===== src/rtl/gsfb_pkg.sv =====
package gsfb_pkg;
  typedef enum logic [1:0] {
    ST_IDLE,
    ST_FETCH,
    ST_LOAD,
    ST_EMIT
  } scan_state_t;
endpackage


===== src/rtl/gsfb_redraw_ctl.sv =====
module gsfb_redraw_ctl (
  input  logic clk,
  input  logic rst,
  input  logic req,
  input  logic frame_start,
  input  logic frame_done,
  output logic pending
);
  logic in_scan_q;
  logic again_q;
  logic pend_q;

  always_ff @(posedge clk) begin
    if (rst) begin
      in_scan_q <= 1'b0;
      again_q   <= 1'b0;
      pend_q    <= 1'b0;
    end else begin
      if (frame_done) begin
        in_scan_q <= 1'b0;
        again_q   <= 1'b0;
        pend_q    <= again_q | req;
      end else begin
        if (frame_start) in_scan_q <= 1'b1;
        if (req && (in_scan_q || frame_start)) again_q <= 1'b1;
        if (req) pend_q <= 1'b1;
      end
    end
  end

  assign pending = pend_q;

  AST_START_NEEDS_PEND: assert property (@(posedge clk) disable iff (rst)
    frame_start |-> pend_q);
  AST_DONE_CLEARS: assert property (@(posedge clk) disable iff (rst)
    (frame_done && !again_q && !req) |=> !pend_q);
  AST_REQ_SETS: assert property (@(posedge clk) disable iff (rst)
    req |=> pend_q);
endmodule


===== src/rtl/gsfb_scan_cnt.sv =====
module gsfb_scan_cnt #(
  parameter int SRC_H     = 64,
  parameter int ROW_BYTES = 64,
  parameter int SCALE     = 4,
  parameter int AW        = 12
) (
  input  logic          clk,
  input  logic          rst,
  input  logic          clr,
  input  logic          step,
  output logic [AW-1:0] addr,
  output logic          hi_nib,
  output logic          at_origin,
  output logic          byte_end,
  output logic          line_end,
  output logic          frame_end
);
  localparam int SUB_N = 2 * SCALE;
  localparam int SUBW  = (SUB_N > 1) ? $clog2(SUB_N) : 1;
  localparam int BW    = (ROW_BYTES > 1) ? $clog2(ROW_BYTES) : 1;
  localparam int RW    = (SCALE > 1) ? $clog2(SCALE) : 1;
  localparam int HW    = (SRC_H > 1) ? $clog2(SRC_H) : 1;
  localparam int TOTAL = SRC_H * ROW_BYTES;

  logic [SUBW-1:0] sub_q;
  logic [BW-1:0]   col_q;
  logic [RW-1:0]   rep_q;
  logic [HW-1:0]   row_q;
  logic [AW-1:0]   addr_q;
  logic [AW-1:0]   base_q;
  logic            rep_last;
  logic            row_last;
  logic            col_last;

  assign byte_end  = (sub_q == SUBW'(SUB_N - 1));
  assign col_last  = (col_q == BW'(ROW_BYTES - 1));
  assign rep_last  = (rep_q == RW'(SCALE - 1));
  assign row_last  = (row_q == HW'(SRC_H - 1));
  assign line_end  = byte_end && col_last;
  assign frame_end = line_end && rep_last && row_last;
  assign hi_nib    = ({1'b0, sub_q} < (SUBW+1)'(SCALE));
  assign at_origin = (sub_q == '0) && (col_q == '0) && (rep_q == '0) && (row_q == '0);
  assign addr      = addr_q;

  always_ff @(posedge clk) begin
    if (rst || clr) begin
      sub_q  <= '0;
      col_q  <= '0;
      rep_q  <= '0;
      row_q  <= '0;
      addr_q <= '0;
      base_q <= '0;
    end else if (step) begin
      if (!byte_end) begin
        sub_q <= sub_q + 1'b1;
      end else begin
        sub_q <= '0;
        if (!col_last) begin
          col_q  <= col_q + 1'b1;
          addr_q <= addr_q + 1'b1;
        end else begin
          col_q <= '0;
          if (!rep_last) begin
            rep_q  <= rep_q + 1'b1;
            addr_q <= base_q;
          end else begin
            rep_q <= '0;
            if (!row_last) begin
              row_q  <= row_q + 1'b1;
              base_q <= base_q + AW'(ROW_BYTES);
              addr_q <= base_q + AW'(ROW_BYTES);
            end else begin
              row_q  <= '0;
              base_q <= '0;
              addr_q <= '0;
            end
          end
        end
      end
    end
  end

  AST_ADDR_IN_FRAME: assert property (@(posedge clk) disable iff (rst)
    {1'b0, addr_q} < (AW+1)'(TOTAL));
  AST_ROW_BASE: assert property (@(posedge clk) disable iff (rst)
    (sub_q == '0 && col_q == '0) |-> (addr_q == base_q));
endmodule


===== src/rtl/gsfb_grey_expand.sv =====
module gsfb_grey_expand #(
  parameter bit COLOR24 = 1'b0,
  parameter int PIX_W   = 16
) (
  input  logic [3:0]       grey,
  output logic [PIX_W-1:0] pix
);
  generate
    if (COLOR24) begin : g_rgb888
      always_comb pix = PIX_W'({grey, grey, grey, grey, grey, grey});
    end else begin : g_rgb565
      logic [4:0] lvl;
      always_comb begin
        lvl = {grey, 1'b0} + {4'b0000, grey[3]};
        pix = PIX_W'({lvl, lvl, lvl[4], lvl});
      end
    end
  endgenerate
endmodule


===== src/rtl/gsfb_scanout.sv =====
module gsfb_scanout
  import gsfb_pkg::*;
#(
  parameter int  SRC_W     = 128,
  parameter int  SRC_H     = 64,
  parameter int  SCALE     = 4,
  parameter bit  COLOR24   = 1'b0,
  localparam int ROW_BYTES = SRC_W / 2,
  localparam int AW        = (SRC_H * ROW_BYTES > 1) ? $clog2(SRC_H * ROW_BYTES) : 1,
  localparam int PIX_W     = COLOR24 ? 24 : 16
) (
  input  logic             clk,
  input  logic             rst,
  input  logic             redraw_req,
  output logic             redraw_pending,
  output logic [AW-1:0]    fb_addr,
  input  logic [7:0]       fb_rdata,
  input  logic             pix_ready,
  output logic             pix_valid,
  output logic             pix_sof,
  output logic             pix_eol,
  output logic [PIX_W-1:0] pix_data
);
  scan_state_t      state_q;
  logic [7:0]       hold_q;
  logic             slot_free;
  logic             emit;
  logic             frame_start;
  logic             frame_done;
  logic             hi_nib;
  logic             at_origin;
  logic             byte_end;
  logic             line_end;
  logic             frame_end;
  logic [3:0]       grey;
  logic [PIX_W-1:0] pix_next;

  assign slot_free   = !pix_valid || pix_ready;
  assign emit        = (state_q == ST_EMIT) && slot_free;
  assign frame_start = (state_q == ST_IDLE) && redraw_pending;
  assign frame_done  = emit && frame_end;
  assign grey        = hi_nib ? hold_q[7:4] : hold_q[3:0];

  gsfb_redraw_ctl u_ctl (
    .clk         (clk),
    .rst         (rst),
    .req         (redraw_req),
    .frame_start (frame_start),
    .frame_done  (frame_done),
    .pending     (redraw_pending)
  );

  gsfb_scan_cnt #(
    .SRC_H     (SRC_H),
    .ROW_BYTES (ROW_BYTES),
    .SCALE     (SCALE),
    .AW        (AW)
  ) u_cnt (
    .clk       (clk),
    .rst       (rst),
    .clr       (frame_start),
    .step      (emit),
    .addr      (fb_addr),
    .hi_nib    (hi_nib),
    .at_origin (at_origin),
    .byte_end  (byte_end),
    .line_end  (line_end),
    .frame_end (frame_end)
  );

  gsfb_grey_expand #(
    .COLOR24 (COLOR24),
    .PIX_W   (PIX_W)
  ) u_exp (
    .grey (grey),
    .pix  (pix_next)
  );

  always_ff @(posedge clk) begin
    if (rst) begin
      state_q <= ST_IDLE;
      hold_q  <= '0;
    end else begin
      case (state_q)
        ST_IDLE:  if (redraw_pending) state_q <= ST_FETCH;
        ST_FETCH: state_q <= ST_LOAD;
        ST_LOAD: begin
          hold_q  <= fb_rdata;
          state_q <= ST_EMIT;
        end
        ST_EMIT: begin
          if (emit && byte_end) state_q <= frame_end ? ST_IDLE : ST_FETCH;
        end
        default: state_q <= ST_IDLE;
      endcase
    end
  end

  always_ff @(posedge clk) begin
    if (rst) begin
      pix_valid <= 1'b0;
      pix_sof   <= 1'b0;
      pix_eol   <= 1'b0;
      pix_data  <= '0;
    end else if (emit) begin
      pix_valid <= 1'b1;
      pix_sof   <= at_origin;
      pix_eol   <= line_end;
      pix_data  <= pix_next;
    end else if (pix_ready) begin
      pix_valid <= 1'b0;
      pix_sof   <= 1'b0;
      pix_eol   <= 1'b0;
    end
  end

  AST_STALL_HOLD: assert property (@(posedge clk) disable iff (rst)
    (pix_valid && !pix_ready) |=> (pix_valid && $stable(pix_data) && $stable(pix_sof)
                                   && $stable(pix_eol) && $stable(fb_addr)));
  AST_SOF_VALID: assert property (@(posedge clk) disable iff (rst)
    (pix_sof || pix_eol) |-> pix_valid);
  AST_SCAN_PENDING: assert property (@(posedge clk) disable iff (rst)
    (state_q != ST_IDLE) |-> redraw_pending);
  AST_QUIET_IDLE: assert property (@(posedge clk) disable iff (rst)
    (!redraw_pending && !pix_valid) |=> !pix_valid);
endmodule


===== config.mk =====
export PLATFORM = sky130hd
export DESIGN_NAME = gsfb_scanout
export DESIGN_NICKNAME = d
export VERILOG_FILES = /design/src/rtl/gsfb_pkg.sv /design/src/rtl/gsfb_redraw_ctl.sv /design/src/rtl/gsfb_scan_cnt.sv /design/src/rtl/gsfb_grey_expand.sv /design/src/rtl/gsfb_scanout.sv
export SDC_FILE = /design/constraint.sdc
export NUM_CORES = 1
export LEC_CHECK = 0
export ABC_AREA = 1
export ABC_CLOCK_PERIOD_IN_PS = 3500
export BUFFER_PORTS_ARGS = -buffer_cell sky130_fd_sc_hd__buf_2
export CORE_MARGIN = 2
export CORE_UTILIZATION = 35
export DETAILED_ROUTE_END_ITERATION = 16
export GPL_ROUTABILITY_DRIVEN = 0
export PLACE_DENSITY = 0.49
export REMOVE_ABC_BUFFERS = 1
export SYNTH_ARGS = -nofsm -noshare
export SYNTH_HDL_FRONTEND = slang
export SYNTH_HIERARCHICAL = 1
export SYNTH_SLANG_ARGS = --single-unit

===== constraint.sdc =====
create_clock -name clk -period 3.5 [get_ports clk]
set_clock_uncertainty 0.15 [all_clocks]
set_input_delay 0.175 -clock clk [delete_from_list [all_inputs] [get_ports clk]]
set_output_delay 0.175 -clock clk [all_outputs]
set_load 0.05 [all_outputs]

==> metrics.md <==
| Metric | Value |
|---|---|
| Classification of the worst setup path | `reg -> reg` |
| Number of global-route vias before repair | `2889` |
| Wire length per cell after detailed routing | `12.0 µm` |
| TritonRoute pass-1 iters | `4` |
| Pwr Density | `540 mW/mm²` |
| Register bit total from synthesis | `73` |
| Maximum number of pins on one net before global-route repair | `27` |
| Main synth FF type | `sky130_fd_sc_hd__dfxtp_1` |
| Hold Crit Depth | `2` |
| CTS tree | `built` |
| Number of maximum-capacitance violations | `0` |
| Count of hold buffers inserted by post-cts repair | `12` |
| Worst-margin pin slew | `0.691 ns` |
| Die area | `0.0111 mm²` |
| Endpoint of the worst register-to-register path | `u_cnt/base_q[8]` |
| Relative slew margins | `53.9%` |
| Total detailed-routing wirelength | `8040 µm` |
| R2r setup slk | `1.17 ns` |
| Setup Viol. Count Final | `0` |
| Depth of the CTS H-tree | `3` |
| Combined area of all synthesized cells | `0.00361 mm²` |
| Number of standard-cell rows in the floorplan | `37` |
| Timing-limited maximum frequency | `428 MHz` |
| CP Data Required Time | `3.61 ns` |
| Post-Synthesis Cells | `490` |
| Crit end category | `flop` |
| Antenna diode count | `0` |
| Number of nets still failing antenna checks after routing | `0` |
| Synth top area cells | `sky130_fd_sc_hd__dfxtp_1 41%, sky130_fd_sc_hd__nor2_1 8.1%, sky130_fd_sc_hd__nand2_1 7.8%` |
| Number of vias per cell after detailed routing | `4.60` |
| Largest fanout on the critical path | `22` |
| Fill cells | `1092` |
| Post-layout net count | `559` |
| Root buffer selected by CTS | `sky130_fd_sc_hd__clkbuf_8` |
| Time the final worst path needs with I/O delays and setup | `2.33 ns` |
| Kind of start point of the critical path | `flop` |
| Number of cells upsized or downsized after cts | `0` |
| Pins Over Slew Limit | `0` |
| Distinct cell type count after synthesis | `40` |
| Global-route wire length before repair | `13700 µm` |
| Buffers inserted by post-CTS timing repair | `0` |
| Path category of the worst min-delay check | `reg -> reg` |
| Most instantiated library cell after synthesis | `sky130_fd_sc_hd__nor2_1` |
| Vert. Die Dim | `106 µm` |
| Final-report hold violation count | `0` |
| Biggest area consumer among synthesized cells | `sky130_fd_sc_hd__dfxtp_1` |
| Vias | `3091` |
| Placed wire-length estimate | `5980 µm` |
| Post-synth ARST share | `0%` |
| Congestion Overflow GR | `0` |
| Final total negative setup slack | `0 ns` |
| CTS clk-pin slew, worst paths | `0.08 ns` |
| Sequential fraction of the synthesis area | `40.5%` |
| Initial antenna violation count | `0` |
| Startpoint of the lowest-slack hold path | `u_cnt/base_q[0]` |
| Initial Util | `35.4%` |
| Floorplan core area | `0.0102 mm²` |
| Ratio of final minimum period to clock period | `66.7%` |
| Layout cell share with drive strength beyond 1 | `16.0%` |
| I/O pin total | `44` |
| Setup repair after global routing missed its margin | `no` |
| Number of clock sinks | `73` |
| Yosys warns | `6` |
| Maximum count of clock buffers along a single path | `2` |
| IR drop worst, VDD | `0.223 mV` |
| Number of DRC markers after the initial detailed-route iteration | `136` |
| Area Growth Syn to Fin | `14.2%` |
| Mean area per synthesized cell | `7.36 µm²` |
| Total routing usage reported by global routing | `15.3%` |
| # port buffers | `43` |
| Leakage power figure | `1.77 nW` |
| Number of CTS-inserted buffers | `9` |
| Top-area cell type share of the netlist area | `40.5%` |
| Width of the die | `106 µm` |
| Core utilization of the finished layout | `40.5%` |
| RR Startpoint | `state_q[1]` |
| Run status | `finished clean` |
| Number of synthesized flops with an enable pin | `0` |
| Detailed-route DRC error count | `0` |
| Destination of the worst hold path | `u_cnt/base_q[0]` |
| Top post-synthesis cells by count | `78 x sky130_fd_sc_hd__nor2_1, 75 x sky130_fd_sc_hd__nand2_1, 73 x sky130_fd_sc_hd__dfxtp_1` |
| Worst-case reg-to-reg path depth | `11` |
| Arrival time at the worst endpoint | `2.45 ns` |
| Clock latency on the worst-skew pair | `0.34 ns` |
-- critical path, cell delays in order (launching register included) --
cell and delay (ns):
sky130_fd_sc_hd__dfxtp_1 0.39, sky130_fd_sc_hd__ha_1 0.25, sky130_fd_sc_hd__nand2_4 0.17, sky130_fd_sc_hd__inv_8 0.17
sky130_fd_sc_hd__nand2_2 0.17, sky130_fd_sc_hd__inv_4 0.18, sky130_fd_sc_hd__nand3_4 0.21, sky130_fd_sc_hd__clkinv_4 0.16
sky130_fd_sc_hd__nand2_2 0.07, sky130_fd_sc_hd__nor2_4 0.10, sky130_fd_sc_hd__nand3_1 0.12, sky130_fd_sc_hd__o21ai_0 0.09
-- metrics by stage --
stage          total power, mW  hold slack [ns]  instance area [µm²]  std cells  setup WS [ns]
3_5_place_dp              1.59            0.264                 3810        645           1.19
3_3_place_gp              1.58            0.254                 3810        645           1.26
5_1_grt                   2.38            0.307                 4120        672          0.900
6_report                  2.22            0.288                 4120        672           1.17
2_1_floorplan             1.45           0.0941                 3420        465           1.38
4_1_cts                   2.26            0.296                 4120        672           1.15
-- flip-flops by register name, indices dropped and copies added (netlist names) --
name and count:
pix_data 16, u_cnt/addr 12, u_cnt/base_q 12, hold_q 8
u_cnt/col_q 6, u_cnt/row_q 6, u_cnt/sub_q 3, state_q 2
u_cnt/rep_q 2, pix_eol 1, pix_sof 1, pix_valid 1
u_ctl/again_q 1, u_ctl/in_scan_q 1, u_ctl/pending 1
-- worst max path at each step --
stage | from | to | slack [ns]
2_1_floorplan | pix_valid | u_cnt/row_q[3] | 1.38
3_3_place_gp | state_q[1] | u_cnt/base_q[11] | 1.26
3_5_place_dp | state_q[1] | u_cnt/base_q[9] | 1.19
4_1_cts | state_q[1] | u_cnt/base_q[8] | 1.15
5_1_grt | state_q[1] | u_cnt/base_q[11] | 0.90
6_report | state_q[1] | u_cnt/base_q[8] | 1.17
-- cells in the final DEF (no fill, tap or decap), drive strengths merged, types with 2 or more instances in the layout --
master       instances
nor2                85
nand2               82
dfxtp               73
inv                 70
o21ai               48
buf                 44
nand3               36
a21oi               26
ha                  15
dlygate4sd3         12
clkbuf               9
nor3                 9
nand4                6
xor2                 5
clkinv               3
clkinvlp             2
o22ai                2
-- power breakdown --
| group | leakage, nW | total, mW | internal, mW | switching [mW] |
|---|---|---|---|---|
| clock | 0.0917 | 0.651 | 0.328 | 0.323 |
| combinational | 1.09 | 0.597 | 0.173 | 0.424 |
| sequential | 0.592 | 0.975 | 0.926 | 0.0495 |
-- kinds of logic after synthesis --
logic type,after synthesis,share of synthesized area (%)
and+or+nand+nor,222,28.2
buffers and inverters,95,13.0
AOI/OAI and AO/OA,79,11.6
DFF,73,40.5
adders and majority gates,15,5.20
xor gates and xnor gates,6,1.46
-- area by class of cell --
class	instances	area, µm²	area share [%]
well taps	136	170	4.13
flip-flops and latches	73	1460	35.5
inverters	70	278	6.74
clock inverters	6	67.6	1.64
clock buffers	9	124	3.01
multi-input cells	322	1680	40.7
repair buffers	56	343	8.32
-- routing by layer --
layer  vias up  global-route usage, %  part of all wire [%]
li1       1630                      -                     -
met1      1392                   20.2                    49
met2        57                   23.4                    44
met3        12                   3.96                   4.7
met4         0                   7.24                   2.2
met5         -                      0                     0
Note: power is estimated with default switching activity, not from simulation.
